[config.mk]
export PLATFORM = sky130hd
export DESIGN_NAME = sfce_top
export DESIGN_NICKNAME = d
export VERILOG_FILES = /design/src/rtl/sfce_pkg.sv /design/src/rtl/sfce_sck_div.sv /design/src/rtl/sfce_shift8.sv /design/src/rtl/sfce_top.sv
export SDC_FILE = /design/constraint.sdc
export NUM_CORES = 1
export LEC_CHECK = 0
export ABC_AREA = 1
export BUFFER_PORTS_ARGS = -buffer_cell sky130_fd_sc_hd__buf_2
export CORE_ASPECT_RATIO = 0.5
export CORE_UTILIZATION = 30
export DETAILED_ROUTE_END_ITERATION = 10
export PLACE_DENSITY = 0.56
export SKIP_LAST_GASP = 1
export SYNTH_ARGS = -nofsm -noshare
export SYNTH_HDL_FRONTEND = slang
export SYNTH_SLANG_ARGS = --single-unit
export TNS_END_PERCENT = 1
[constraint.sdc]
create_clock -name clk -period 4.74 [get_ports clk]
set_input_delay 1.185 -clock clk [delete_from_list [all_inputs] [get_ports clk]]
set_output_delay 1.185 -clock clk [all_outputs]
set_load 0.05 [all_outputs]
[src/rtl/sfce_pkg.sv]
package sfce_pkg;
    localparam logic [7:0] OFF_CTRL = 8'h40;
    localparam logic [7:0] OFF_ADDR = 8'h44;
    localparam logic [7:0] OFF_DATA = 8'h48;

    localparam int START_BIT  = 31;
    localparam int HOLD_BIT   = 12;
    localparam int ADRPH_BIT  = 9;
    localparam int DATPH_BIT  = 8;
    localparam int CTRL_KEEP  = 13;

    typedef enum logic [1:0] {
        PH_IDLE,
        PH_OPC,
        PH_ADR,
        PH_DAT
    } phase_e;
endpackage

[src/rtl/sfce_sck_div.sv]
module sfce_sck_div #(
    parameter int DIV_W = 4
) (
    input  logic             clk,
    input  logic             rst_n,
    input  logic             en_i,
    input  logic [DIV_W-1:0] div_i,
    output logic             tick_o
);
    logic [DIV_W-1:0] cnt_d, cnt_q;

    always_comb begin
        tick_o = en_i && (cnt_q == div_i);
        cnt_d  = (!en_i || tick_o) ? '0 : cnt_q + 1'b1;
    end

    always_ff @(posedge clk or negedge rst_n) begin
        if (!rst_n) cnt_q <= '0;
        else        cnt_q <= cnt_d;
    end


    div_idle_chk: assert property (@(posedge clk) disable iff (!rst_n)
        !en_i |=> (cnt_q == '0));
endmodule

[src/rtl/sfce_shift8.sv]
module sfce_shift8 #(
    parameter int W = 8
) (
    input  logic         clk,
    input  logic         rst_n,
    input  logic         load_i,
    input  logic [W-1:0] byte_i,
    input  logic         tick_i,
    input  logic         miso_i,
    output logic         active_o,
    output logic         sck_o,
    output logic         mosi_o,
    output logic         done_o,
    output logic [W-1:0] rx_o
);
    localparam int CNT_W = $clog2(W);

    typedef struct packed {
        logic             active;
        logic             sck;
        logic [W-1:0]     tx;
        logic [W-1:0]     rx;
        logic [CNT_W-1:0] cnt;
        logic             done;
    } sh_st_t;

    sh_st_t sh_d, sh_q;

    always_comb begin
        sh_d      = sh_q;
        sh_d.done = 1'b0;
        if (load_i) begin
            sh_d.active = 1'b1;
            sh_d.sck    = 1'b0;
            sh_d.tx     = byte_i;
            sh_d.cnt    = '0;
        end else if (sh_q.active && tick_i) begin
            if (!sh_q.sck) begin
                sh_d.sck = 1'b1;
                sh_d.rx  = {sh_q.rx[W-2:0], miso_i};
            end else begin
                sh_d.sck = 1'b0;
                sh_d.tx  = {sh_q.tx[W-2:0], 1'b0};
                sh_d.cnt = sh_q.cnt + 1'b1;
                if (sh_q.cnt == CNT_W'(W-1)) begin
                    sh_d.active = 1'b0;
                    sh_d.done   = 1'b1;
                end
            end
        end
    end

    always_ff @(posedge clk or negedge rst_n) begin
        if (!rst_n) sh_q <= '0;
        else        sh_q <= sh_d;
    end

    assign active_o = sh_q.active;
    assign sck_o    = sh_q.sck;
    assign mosi_o   = sh_q.tx[W-1];
    assign done_o   = sh_q.done;
    assign rx_o     = sh_q.rx;


    sck_hold_chk: assert property (@(posedge clk) disable iff (!rst_n)
        (!tick_i && !load_i) |=> $stable(sck_o));

    done_pulse_chk: assert property (@(posedge clk) disable iff (!rst_n)
        done_o |=> !done_o);
endmodule

[src/rtl/sfce_top.sv]
module sfce_top
    import sfce_pkg::*;
#(
    parameter int ADDR_BYTES = 3,
    parameter int DIV_W      = 4
) (
    input  logic             clk,
    input  logic             rst_n,
    input  logic             reg_we,
    input  logic [7:0]       reg_addr,
    input  logic [31:0]      reg_wdata,
    output logic [31:0]      reg_rdata,
    input  logic [DIV_W-1:0] sck_div,
    output logic             spi_sck,
    output logic             spi_cs_n,
    output logic             spi_mosi,
    input  logic             spi_miso
);
    localparam int ADDR_W = ADDR_BYTES * 8;
    localparam int IDX_W  = (ADDR_BYTES > 1) ? $clog2(ADDR_BYTES) : 1;

    typedef struct packed {
        phase_e                ph;
        logic                  busy;
        logic                  cs_n;
        logic [CTRL_KEEP-1:0]  ctrl;
        logic [ADDR_W-1:0]     addr;
        logic [31:0]           data;
        logic [IDX_W-1:0]      idx;
        logic                  ld;
        logic [7:0]            byte_v;
    } eng_st_t;

    eng_st_t eng_d, eng_q;

    logic       sh_active, sh_done, sh_tick;
    logic [7:0] sh_rx;
    logic       go_adr, go_dat, go_end;
    logic [7:0] adr_byte;

    sfce_sck_div #(.DIV_W(DIV_W)) u_div (
        .clk    (clk),
        .rst_n  (rst_n),
        .en_i   (sh_active),
        .div_i  (sck_div),
        .tick_o (sh_tick)
    );

    sfce_shift8 #(.W(8)) u_shift (
        .clk      (clk),
        .rst_n    (rst_n),
        .load_i   (eng_q.ld),
        .byte_i   (eng_q.byte_v),
        .tick_i   (sh_tick),
        .miso_i   (spi_miso),
        .active_o (sh_active),
        .sck_o    (spi_sck),
        .mosi_o   (spi_mosi),
        .done_o   (sh_done),
        .rx_o     (sh_rx)
    );

    always_comb begin
        adr_byte = '0;
        for (int i = 0; i < ADDR_BYTES; i++) begin
            if (IDX_W'(i) == eng_q.idx - 1'b1) adr_byte = eng_q.addr[8*i +: 8];
        end
    end

    always_comb begin
        eng_d    = eng_q;
        eng_d.ld = 1'b0;
        go_adr   = 1'b0;
        go_dat   = 1'b0;
        go_end   = 1'b0;

        if (reg_we && !eng_q.busy) begin
            case (reg_addr)
                OFF_CTRL: begin
                    if (reg_wdata[START_BIT]) begin
                        eng_d.ctrl   = reg_wdata[CTRL_KEEP-1:0];
                        eng_d.busy   = 1'b1;
                        eng_d.cs_n   = 1'b0;
                        eng_d.ph     = PH_OPC;
                        eng_d.ld     = 1'b1;
                        eng_d.byte_v = reg_wdata[7:0];
                    end else if (reg_wdata == '0) begin
                        eng_d.ctrl = '0;
                        eng_d.cs_n = 1'b1;
                    end
                end
                OFF_ADDR: eng_d.addr = reg_wdata[ADDR_W-1:0];
                OFF_DATA: eng_d.data = reg_wdata;
                default:  ;
            endcase
        end

        if (sh_done) begin
            case (eng_q.ph)
                PH_OPC: begin
                    if (eng_q.ctrl[ADRPH_BIT])      go_adr = 1'b1;
                    else if (eng_q.ctrl[DATPH_BIT]) go_dat = 1'b1;
                    else                            go_end = 1'b1;
                end
                PH_ADR: begin
                    if (eng_q.idx != '0) begin
                        eng_d.idx    = eng_q.idx - 1'b1;
                        eng_d.ld     = 1'b1;
                        eng_d.byte_v = adr_byte;
                    end else if (eng_q.ctrl[DATPH_BIT]) begin
                        go_dat = 1'b1;
                    end else begin
                        go_end = 1'b1;
                    end
                end
                PH_DAT: begin
                    eng_d.data = {24'h0, sh_rx};
                    go_end     = 1'b1;
                end
                default: go_end = 1'b1;
            endcase
        end

        if (go_adr) begin
            eng_d.ph     = PH_ADR;
            eng_d.idx    = IDX_W'(ADDR_BYTES - 1);
            eng_d.ld     = 1'b1;
            eng_d.byte_v = eng_q.addr[ADDR_W-1 -: 8];
        end
        if (go_dat) begin
            eng_d.ph     = PH_DAT;
            eng_d.ld     = 1'b1;
            eng_d.byte_v = eng_q.data[7:0];
        end
        if (go_end) begin
            eng_d.ph   = PH_IDLE;
            eng_d.busy = 1'b0;
            eng_d.cs_n = !eng_q.ctrl[HOLD_BIT];
        end
    end

    always_ff @(posedge clk or negedge rst_n) begin
        if (!rst_n) begin
            eng_q      <= '0;
            eng_q.ph   <= PH_IDLE;
            eng_q.cs_n <= 1'b1;
        end else begin
            eng_q <= eng_d;
        end
    end

    always_comb begin
        case (reg_addr)
            OFF_CTRL: reg_rdata = {eng_q.busy, {(31-CTRL_KEEP){1'b0}}, eng_q.ctrl};
            OFF_ADDR: reg_rdata = 32'(eng_q.addr);
            OFF_DATA: reg_rdata = eng_q.data;
            default:  reg_rdata = '0;
        endcase
    end

    assign spi_cs_n = eng_q.cs_n;


    busy_cs_chk: assert property (@(posedge clk) disable iff (!rst_n)
        eng_q.busy |-> !spi_cs_n);

    addr_frozen_chk: assert property (@(posedge clk) disable iff (!rst_n)
        (eng_q.busy && $past(eng_q.busy)) |-> $stable(eng_q.addr));

    cs_rise_chk: assert property (@(posedge clk) disable iff (!rst_n)
        $rose(spi_cs_n) |-> !eng_q.busy);

    load_busy_chk: assert property (@(posedge clk) disable iff (!rst_n)
        eng_q.ld |-> (eng_q.busy && !sh_active));
endmodule

---- After elaboration in Yosys (flattened, before gate mapping) ----
Cells that the tools add are included.
storage, ports and cells
  word-level logic and storage cells ...... 112
  input bits .............................. 48
  flip-flop bits (word level) ............. 110
cells by class
  $add $sub $neg .......................... 3
  equality and inequality tests ........... 10
  muxes and demuxes ....................... 48
  reductions and logical operators ........ 33
  bitwise gates (word level) .............. 2
operators with widths
  cell                                                                   count
  32-bit case mux with 3 select lines                                    1
  73-bit two-way mux                                                     1
  32-bit two-way mux                                                     2
  43-bit two-way mux                                                     1
  8-bit two-way mux                                                      5
  9-bit two-way mux                                                      4
  11-bit two-way mux                                                     3
  32-bit logical NOT                                                     1
  14-bit two-way mux                                                     2
  8-bit by 7-bit equality test with 1-bit output, second input constant  3
  24-bit two-way mux                                                     1
  22-bit two-way mux                                                     1
  2-bit nonzero test                                                     11
  3-bit AND reduction                                                    7
  17-bit two-way mux                                                     1
  1-bit two-way mux                                                      16
  4-bit two-way mux                                                      3
  4-bit nonzero test                                                     3
  10-bit two-way mux                                                     1
  3-bit two-way mux                                                      2
  4-bit by 1-bit adder with 4-bit output, second input constant          1
  2-bit equality test, second input constant                             2
  4-bit equality test                                                    1
  2-bit two-way mux                                                      2
  other kinds (14)                                                       21

---- Longest topological paths before layout ----
Gate-level depths: netlist (run 1).
  depth after elaboration ................. 10
  depth in mapped cells ................... 11

---- Modules after synthesis ----
Synthesis (run 1) repeated with hierarchy kept, for this count alone.
unflattened totals
  cells, all modules ...................... 784
  area, all modules ....................... 6033.3 um^2
modules (own cells, without submodules)
  module        area each (um^2)  instances  cells each  seq. area each (um^2)
  sfce_top      4529.3            1          601         2103.3
  sfce_shift8   1249.9            1          144         550.5
  sfce_sck_div  254.0             1          39          100.1

---- Least setup slack after synthesis (run 1) ----
Ideal clock, no wire load.
  path kind ............................... input to output
  start ................................... input reg_addr[7]
  end ..................................... output reg_rdata[13]
  slack ................................... 0.821 ns
  arrival ................................. 2.734 ns
  stages on the path ...................... 5
  cells stage by stage .................... inv_1 -> nand2_1 -> nor2_2 -> nand2_1 -> o21ai_0
on the way
  word-level cells in the longest chain between the ends .. 2
  elaborated cells on any way between the ends .. 4
RTL lines
  what                                            line             source
  start: declaration                              sfce_top.sv:10   input logic [7:0] reg_addr,
  8-bit by 7-bit equality test with 1-bit output  sfce_top.sv:153  case (reg_addr)
  32-bit case mux with 3 select lines (*)         sfce_top.sv:153
  end: declaration                                sfce_top.sv:12   output logic [31:0] reg_rdata,
Mark *: on every way between the ends. The rest lies on a longest branch, timed or not.

---- Worst setup path in the final report (run 1) ----
  start ................................... input reg_addr[7]
  end ..................................... output reg_rdata[0]
Same word-level chain as after synthesis.

==> summary.md, run 1 <==
| Metric | Value |
|---|---|
| Outcome | `complete, no violations` |
| Tmin final | `4.19 ns` |
| Gr usage total | `0.172` |
| CTS sink cnt | `110` |
| Switching portion of total power | `0.318` |
| Sequential-to-total area share from yosys stat | `0.459` |
| Simple-gate share of the synthesized area | `0.269` |
| Synth Area in Adders | `0.0146` |
| Hold WS | `0.486 ns` |
| CP Class | `in -> out` |
| Crit Path Max Fanout | `17` |
| Async SR Flop Fraction | `1.00` |
| Synth Area in XOR/XNOR | `0.00292` |
| Final period utilization | `0.884` |
| Largest family of logic cells by synthesized area | `simple AND/OR/NAND/NOR gates` |
| Initial antenna violation count | `0` |
| P_leak | `0.00367 uW` |
| Post-CTS Setup Inserts | `0` |
| Power per Cell Area | `336 mW/mm2` |
| Final Power | `2320 uW` |
| Compound-Gate Fraction of Synth Area | `0.131` |
| Clock skew | `0.00928 ns` |
| Clock power share | `0.319` |
| Via count of the first global-routing pass | `5152` |
| Top cell type's share of synthesized area | `0.455` |
| Drt wl/cell | `14.9 um` |
| Final design utilization | `0.355` |
| CP cell instances | `buf_2 -> inv_1 -> nand2_1 -> nor2_2 -> nand2_1 -> inv_1 -> nand2_1 -> o211ai_1 -> buf_2` |
| Max IR drop VDD | `0.162 mV` |
| Cts bufs inserted | `9` |
| Drt via density | `4.70` |
| CP bufs+invs | `4` |
| Startpoint types | `primary input` |
| Mux share of post-synthesis cell area | `0` |
| CTS tree | `done` |
| Chip Width | `202 um` |
| Layout cells sized above 1 | `0.151` |
| Cell family with most CP delay | `simple AND/OR/NAND/NOR gates` |
| Antenna Cells | `0` |
| Die span in y | `102 um` |
| Port bufs | `82` |
| Critical Path AT | `3.01 ns` |
| Worst-Margin Slew | `0.895 ns` |
| Global-route wire length before repair | `27.5 mm` |
| Internal Power | `1580 uW` |
| CTS resizes | `0` |
| Synth area leader | `dfrtp_1` |
| Core box area | `0.0195 mm2` |
| Post-Route WL | `17.2 mm` |
| RSZ-0062 raised after global routing | `no` |
| Largest net degree at the start of global routing | `64` |
| Combinational Power Share | `0.190` |
| FF+latch count, synth | `110` |
| Yosys cell types | `34` |
| DRT iter0 DRCs | `357` |
| Layout net count | `944` |
| Worst setup EP type | `output port` |
| Top cells by area, synth | `dfrtp_1, nand2_1, inv_1` |
| Avg Inst Size Synth | `7.32 um2` |
| Min-Delay Path Class | `reg -> reg` |
| Global placement routability congestion | `0.920` |
| Main synth FF type | `dfrtp_1` |
| Synthesis-to-finish area growth | `15.3%` |
| Starting Density | `0.308` |
| Sum Neg Setup Slack | `0 ns` |
| Psw | `738 uW` |
| Fmax | `239 MHz` |
| Clock Pin Slew Worst Setup and Hold Paths | `0.08 ns` |
| Placed Instances | `1144` |
| Vias | `5456` |
| # hold bufs at CTS | `0` |
| Final setup viols | `0` |
| Required @ worst endpoint | `3.56 ns` |
| Cell Rows | `36` |
| Critical Path Slowest Stage Cell | `nand2_1` |
| Dpl hpwl | `12.8 mm` |
| Max-cap check violation count | `0` |
| Clk_lat worst skew | `0.36 ns` |
| Fin cells | `1160` |
| Setup slack, reg-to-reg | `2.34 ns` |
| Clk root buf | `clkbuf_16` |
| Clock Path Buffers | `2` |
| CP most frequent cell | `nand2_1` |
| Post-synth EDFFs | `0` |
| Routed Antenna Nets | `0` |
| Fin. Hold Viols | `0` |
| Worst path max stage delay | `0.51 ns` |
| H-tree depth | `3` |
| Mapped Cells | `819` |
| IO Count | `83` |
| Die footprint | `0.0206 mm2` |
| DR pass1 iterations | `5` |
| Synth warn | `0` |
| Pins over their slew limit | `0` |
| Post-Syn Nets | `874` |
| Cell Area, Synth | `0.00600 mm2` |
| Reg power frac | `0.491` |
| Total overflow reported by the global router | `0` |
| Max-slew headroom | `0.403` |
| Drt drc | `0` |
-- routing by layer --
metal | global-route usage | vias up | part of all wire | routed length (um)
met5 | 0 | - | 0 | 0
met4 | 0.0484 | 0 | 0.015 | 263
met3 | 0.0313 | 26 | 0.047 | 809
met2 | 0.277 | 141 | 0.44 | 7630
met1 | 0.240 | 2570 | 0.50 | 8540
li1 | - | 2719 | - | -
-- final cells by class --
type	instances	area, um2
clock inverter	5	40.0
inverter	147	554
fill	2092	12600
tap	266	333
sequential	110	2750
timing repair buffer	91	480
clock buffer	11	243
multi-input combinational	530	2510
-- logic make-up after synthesis --
group | Yosys count
buffers and inverters | 179
XOR/XNOR | 2
adder cells (fa/ha/maj) | 7
AO/OA/AOI/OAI | 138
AND/OR/NAND/NOR | 383
flip-flops | 110
-- layout by cell type, fill, tap and decap left out, types with 2 or more instances in the layout --
cell type,instances
buf_2,81
nand3_2,2
o211ai_1,11
nand2_2,5
clkinv_2,3
dfrtp_1,109
nor2_2,7
nand2_1,219
inv_1,143
nand4_1,9
a21oi_1,45
o22ai_1,20
nor2_1,70
inv_6,2
clkinv_4,2
o21ai_2,8
clkbuf_16,9
buf_4,10
o221ai_1,3
ha_1,7
o21ai_0,40
nand3_1,65
o21ai_1,11
-- worst reg2reg max path, stage by stage (launching register included) --
cell and delay (ns):
dfrtp_1 0.41, nor2_2 0.59, nand3_2 0.56, buf_4 0.43, o21ai_0 0.22, a21oi_1 0.06
-- stage by stage --
stage | setup slack, ns | area (um2)
after floorplan | 0.821 | 6000
after global placement | 0.595 | 6630
after detailed placement | 0.556 | 6630
after CTS | 0.550 | 6910
after global routing | 0.442 | 6910
final | 0.549 | 6910
-- sequential cells by signal (all words and copies together) (netlist names) --
signal,flops
u_shift.rx_o,8
u_shift.done_o,1
u_div.cnt_q,4
u_shift.sck_o,1
eng_q,83
u_shift.mosi_o,1
u_shift.active_o,1
spi_cs_n,1
u_shift.sh_q,10
-- final timing paths --
kind                                    to            start  depth (start not counted)
setup / recovery              reg_rdata[0]      reg_addr[7]                          9
hold / removal                   eng_q[18]  u_shift.rx_o[7]                          2
setup reg to reg                 eng_q[42]        eng_q[81]                          5
hold reg to reg                  eng_q[18]  u_shift.rx_o[7]                          2
max in group asynchronous         spi_cs_n            rst_n                          2
min in group asynchronous  u_shift.sh_q[1]            rst_n                          1
-- power by group through the flow --
stage / clock, uW / sequential, uW / combinational, uW
2_1_floorplan: 0 / 1160 / 298
3_5_place_dp: 0 / 1160 / 445
6_report: 740 / 1140 / 442
3_3_place_gp: 0 / 1160 / 434
5_1_grt: 803 / 1160 / 504
4_1_cts: 759 / 1140 / 448
-- synth_stat cells, types with 2 or more instances --
| cell type | instances |
|---|---|
| o21ai_2 | 8 |
| nor2_1 | 70 |
| o211ai_1 | 11 |
| inv_1 | 143 |
| buf_1 | 2 |
| a21oi_1 | 45 |
| nor2_2 | 7 |
| dfrtp_1 | 109 |
| nand2_2 | 5 |
| buf_2 | 13 |
| o21ai_0 | 40 |
| o221ai_1 | 3 |
| clkinv_2 | 2 |
| clkbuf_1 | 10 |
| ha_1 | 7 |
| nand4_1 | 9 |
| nand3_1 | 66 |
| o21ai_1 | 11 |
| buf_6 | 6 |
| o22ai_1 | 20 |
| nand2_1 | 219 |
(Power assumes the default switching activity.)
==> inputs of run 2 (changes only) <==
--- a/config.mk
+++ b/config.mk
@@ -10,6 +10,7 @@
 export CORE_ASPECT_RATIO = 0.5
 export CORE_UTILIZATION = 30
 export DETAILED_ROUTE_END_ITERATION = 10
+export MAX_ROUTING_LAYER = met4
 export PLACE_DENSITY = 0.56
 export SKIP_LAST_GASP = 1
 export SYNTH_ARGS = -nofsm -noshare
==> summary.md, run 2 (same netlist as run 1, synthesis figures left out) <==
| Metric | Value |
|---|---|
| Die span in y | `102 um` |
| DR pass1 iterations | `5` |
| Largest net degree at the start of global routing | `79` |
| Chip Width | `202 um` |
| Worst-Margin Slew | `1.04 ns` |
| Clock skew | `0.0124 ns` |
| Tmin final | `4.03 ns` |
| Critical Path Slowest Stage Cell | `nand2_1` |
| Outcome | `complete, no violations` |
| CP Class | `in -> out` |
| Max reg flops | `83` |
| Cell Rows | `36` |
| Initial antenna violation count | `0` |
| Gr usage total | `0.182` |
| Power per Cell Area | `345 mW/mm2` |
| Leading cell type in the layout, fill and taps excluded | `nand2_1` |
| Design area | `0.00694 mm2` |
| Global-route wire length before repair | `28.1 mm` |
| Critical Path AT | `2.85 ns` |
| Clk root buf | `clkbuf_16` |
| Commonest non-fill, non-tap cells in the layout | `nand2_1, inv_1, dfrtp_1` |
| CP bufs+invs | `4` |
| Required @ worst endpoint | `3.56 ns` |
| Cell family with most CP delay | `buffers and inverters` |
| Max IR drop VDD | `0.190 mV` |
| CP most frequent cell | `nand2_1` |
| Post-Route WL | `17.1 mm` |
| CP cell instances | `buf_2 -> inv_1 -> nand2_1 -> nor2_2 -> nand2_1 -> inv_1 -> nand2_1 -> o211ai_1 -> buf_2` |
| Port bufs | `82` |
| Routed Antenna Nets | `0` |
| Final design utilization | `0.356` |
| Cts bufs inserted | `9` |
| Min-Delay Path Class | `reg -> reg` |
| Dpl hpwl | `12.6 mm` |
| Sum Neg Setup Slack | `0 ns` |
| Via count of the first global-routing pass | `5198` |
| Worst setup EP type | `output port` |
| Worst path max stage delay | `0.42 ns` |
| Final period utilization | `0.851` |
| Core box area | `0.0195 mm2` |
| Global placement routability congestion | `0.906` |
| Total overflow reported by the global router | `0` |
| Max-slew headroom | `0.306` |
| Post-CTS Setup Inserts | `0` |
| Die footprint | `0.0206 mm2` |
| DRT iter0 DRCs | `384` |
| IO Count | `83` |
| RSZ-0062 raised after global routing | `no` |
| P_leak | `0.00368 uW` |
| Post-DP Area | `0.00662 mm2` |
| Clock Pin Slew Worst Setup and Hold Paths | `0.08 ns` |
| Pins over their slew limit | `0` |
| Drt wl/cell | `14.8 um` |
| Final setup viols | `0` |
| CTS sink cnt | `110` |
| Drt via density | `4.66` |
| Antenna Cells | `0` |
| Reg with most FFs | `eng_q` |
| Max-cap check violation count | `0` |
| Layout cells sized above 1 | `0.151` |
| CTS resizes | `0` |
| Layout net count | `943` |
| Vias | `5399` |
| Fin. Hold Viols | `0` |
| H-tree depth | `3` |
| # hold bufs at CTS | `0` |
| Drt drc | `0` |
| Starting Density | `0.308` |
| Clock Path Buffers | `2` |
| Crit Path Max Fanout | `15` |
| Synthesis-to-finish area growth | `15.6%` |
| Clk_lat worst skew | `0.36 ns` |
| Startpoint types | `primary input` |
| Fmax | `248 MHz` |
| CTS tree | `done` |
| Final Power | `2400 uW` |
## run 2: changes by cell type in the layout (fill, tap and decap cells not counted)
| cell | before | now |
|---|---|---|
| inv_6 | 2 | 4 |
| bufinv_16 | 0 | 1 |
| clkinv_2 | 3 | 2 |
| clkinv_4 | 2 | 1 |
| buf_4 | 10 | 9 |
| clkbuf_1 | 1 | 0 |
## run 2: tightest hold or removal path, stage by stage (launching register included)
cell and delay (ns):
dfrtp_1 0.35, nand2_1 0.06, o21ai_2 0.05
## run 2: final timing paths
kind	start	endpoint	slack (ns)	cells after the start
max	reg_addr[7]	reg_rdata[0]	0.71	9
min	u_shift.rx_o[7]	u_shift.rx_o[7]	0.49	2
max reg2reg	eng_q[81]	eng_q[15]	2.58	7
min reg2reg	u_shift.rx_o[7]	u_shift.rx_o[7]	0.49	2
max in group asynchronous	rst_n	spi_cs_n	2.80	2
min in group asynchronous	rst_n	u_shift.sck_o	1.00	1
## run 2: report_power, final
part	switching, uW	internal, uW
logic	290	149
registers	83.0	1060
clock network	382	434
total	755	1640
## run 2: routing by layer
layer	routed length [um]	part of all wire	GRT usage
met5	0	0	-
met4	181	0.011	0.0344
met1	8670	0.51	0.255
met3	754	0.044	0.0306
met2	7540	0.44	0.276
## run 2: area by class of cell
cell class              instances  area [um2]
flip-flops and latches        110        2750
clock inverters                 6        73.8
well taps                     266         333
clock buffers                  10         239
fillers                      2108       12600
repair buffers                 90         473
multi-input cells             530        2510
inverters                     147         554
## run 2: metrics by stage
step           hold slack (ns)  instances  setup WS, ns
6_report                 0.488       1159         0.705
5_1_grt                  0.519       1159         0.478
4_1_cts                  0.490       1159         0.676
3_5_place_dp             0.469       1143         0.673
3_3_place_gp             0.470       1143         0.698
2_1_floorplan            0.449        819         0.821
==> inputs of run 3 (changes only) <==
--- a/config.mk
+++ b/config.mk
@@ -15,5 +15,6 @@
 export SKIP_LAST_GASP = 1
 export SYNTH_ARGS = -nofsm -noshare
 export SYNTH_HDL_FRONTEND = slang
+export SYNTH_HIERARCHICAL = 1
 export SYNTH_SLANG_ARGS = --single-unit
 export TNS_END_PERCENT = 1
==> summary.md, run 3 <==
| Metric | Value |
|---|---|
| Synthesis-to-finish area growth | `12.6%` |
| Drt via density | `4.76` |
| Core box area | `0.0196 mm2` |
| Global placement routability congestion | `0.873` |
| IO Count | `83` |
| Critical Path AT | `2.61 ns` |
| Die footprint | `0.0207 mm2` |
| Clock skew | `0.00844 ns` |
| Cell Rows | `36` |
| Sequential-to-total area share from yosys stat | `0.456` |
| Initial antenna violation count | `1` |
| Post-synth EDFFs | `0` |
| CP Class | `in -> out` |
| Port bufs | `82` |
| Number of fill cells | `2125` |
| Clk_lat worst skew | `0.35 ns` |
| Tmin final | `3.80 ns` |
| Mapped Cells | `784` |
| Vias | `5301` |
| Synth warn | `6` |
| DR pass1 iterations | `5` |
| DRT iter0 DRCs | `384` |
| P_leak | `0.00347 uW` |
| Starting Density | `0.308` |
| Commonest non-fill, non-tap cells in the layout | `nand2_1, dfrtp_1, inv_1` |
| CTS sink cnt | `110` |
| Required @ worst endpoint | `3.56 ns` |
| Global-route wire length before repair | `27.2 mm` |
| Top cell type's share of synthesized area | `0.452` |
| Startpoint types | `primary input` |
| Clock Pin Slew Worst Setup and Hold Paths | `0.07 ns` |
| Chip Width | `203 um` |
| Layout net count | `897` |
| Via count of the first global-routing pass | `5010` |
| Design area | `0.00679 mm2` |
| CTS resizes | `0` |
| Reg with most FFs | `eng_q` |
| Cts bufs inserted | `9` |
| Dpl hpwl | `12.0 mm` |
| Post-CTS Setup Inserts | `0` |
| Async SR Flop Fraction | `1.00` |
| Total overflow reported by the global router | `0` |
| Avg Inst Size Synth | `7.70 um2` |
| Main synth FF type | `dfrtp_1` |
| Sum Neg Setup Slack | `0 ns` |
| Routed Antenna Nets | `0` |
| Fin cells | `1114` |
| Worst setup EP type | `output port` |
| Max IR drop VDD | `0.164 mV` |
| Post-Route WL | `17.0 mm` |
| Top cells by area, synth | `dfrtp_1, nand2_1, inv_1` |
| Leading cell type in the layout, fill and taps excluded | `nand2_1` |
| Post-DP Area | `0.00651 mm2` |
| Power per Cell Area | `325 mW/mm2` |
| Clk root buf | `clkbuf_16` |
| Gr usage total | `0.174` |
| Post-Syn Nets | `839` |
| Final Power | `2210 uW` |
| FF+latch count, synth | `110` |
| Max-slew headroom | `0.204` |
| Outcome | `complete, no violations` |
| Worst-Margin Slew | `1.18 ns` |
| Largest net degree at the start of global routing | `57` |
| CTS tree | `done` |
| Clock Path Buffers | `2` |
| Max reg flops | `83` |
| Most frequent cell after synthesis | `nand2_1` |
| Final period utilization | `0.802` |
| Final setup viols | `0` |
| Synth area leader | `dfrtp_1` |
| Placed Instances | `1097` |
| # hold bufs at CTS | `0` |
| Max-cap check violation count | `0` |
| Yosys cell types | `39` |
| H-tree depth | `3` |
| RSZ-0062 raised after global routing | `no` |
| Layout cells sized above 1 | `0.182` |
| Crit Path Max Fanout | `16` |
| Min-Delay Path Class | `reg -> reg` |
| Top post-synthesis cells by count | `nand2_1, dfrtp_1, inv_1` |
| Die span in y | `102 um` |
| Fmax | `263 MHz` |
| Pins over their slew limit | `0` |
| Final design utilization | `0.347` |
| Cell Area, Synth | `0.00603 mm2` |
| Drt drc | `0` |
| Fin. Hold Viols | `0` |
| Drt wl/cell | `15.2 um` |
## run 3: layer usage
layer,vias up,routed length (um),track usage
li1,2608,-,-
met1,2578,8510,0.241
met2,95,7630,0.265
met3,20,613,0.0271
met4,0,214,0.0434
met5,-,0,-
## run 3: layout make-up
class | count | area (um2) | area share
multi-input cells | 520 | 2540 | 0.374
repair buffers | 86 | 443 | 0.0652
clock buffers | 10 | 229 | 0.0337
diodes | 1 | 2.50 | 0.000368
flip-flops and latches | 110 | 2750 | 0.405
well taps | 266 | 333 | 0.0490
clock inverters | 6 | 47.5 | 0.00700
inverters | 115 | 443 | 0.0652
## run 3: path summary, 6_finish.rpt
check | from | to | slack [ns] | depth (start not counted)
min | eng_q[51] | eng_q[51] | 0.49 | 2
max in group asynchronous | rst_n | spi_cs_n | 2.91 | 2
min in group asynchronous | rst_n | eng_q[26] | 0.87 | 1
min reg2reg | eng_q[51] | eng_q[51] | 0.49 | 2
max | reg_addr[1] | reg_rdata[22] | 0.94 | 9
max reg2reg | eng_q[83] | eng_q[1] | 2.19 | 9
## run 3: critical path, cell delays in order
cell	delay, ns
buf_2	0.10
nor2_2	0.13
inv_2	0.06
nor3_2	0.12
nand2_2	0.29
inv_4	0.27
nand2_1	0.07
o21ai_0	0.08
buf_2	0.29
## run 3: cells by family (layout without fill, tap and decap cells)
group	after synthesis	after routing	share of synthesized area
buffers and inverters	154	217	0.122
AND/OR/NAND/NOR	375	375	0.280
AO/OA/AOI/OAI	136	136	0.124
XOR/XNOR	2	2	0.00290
other	0	1	0
adder cells (fa/ha/maj)	7	7	0.0145
flip-flops	110	110	0.456
## run 3: through the flow
step / setup WS (ns) / hold WS, ns
floorplan: 0.712 / 0.443
global placement: 0.969 / 0.466
detailed placement: 0.922 / 0.469
CTS: 0.916 / 0.487
global route: 0.763 / 0.510
finish: 0.940 / 0.490
## run 3: power by group
part	total (uW)	switching, uW	internal, uW
Clock	723	362	361
Combinational	372	238	134
Sequential	1110	87.9	1030
Total	2210	688	1520
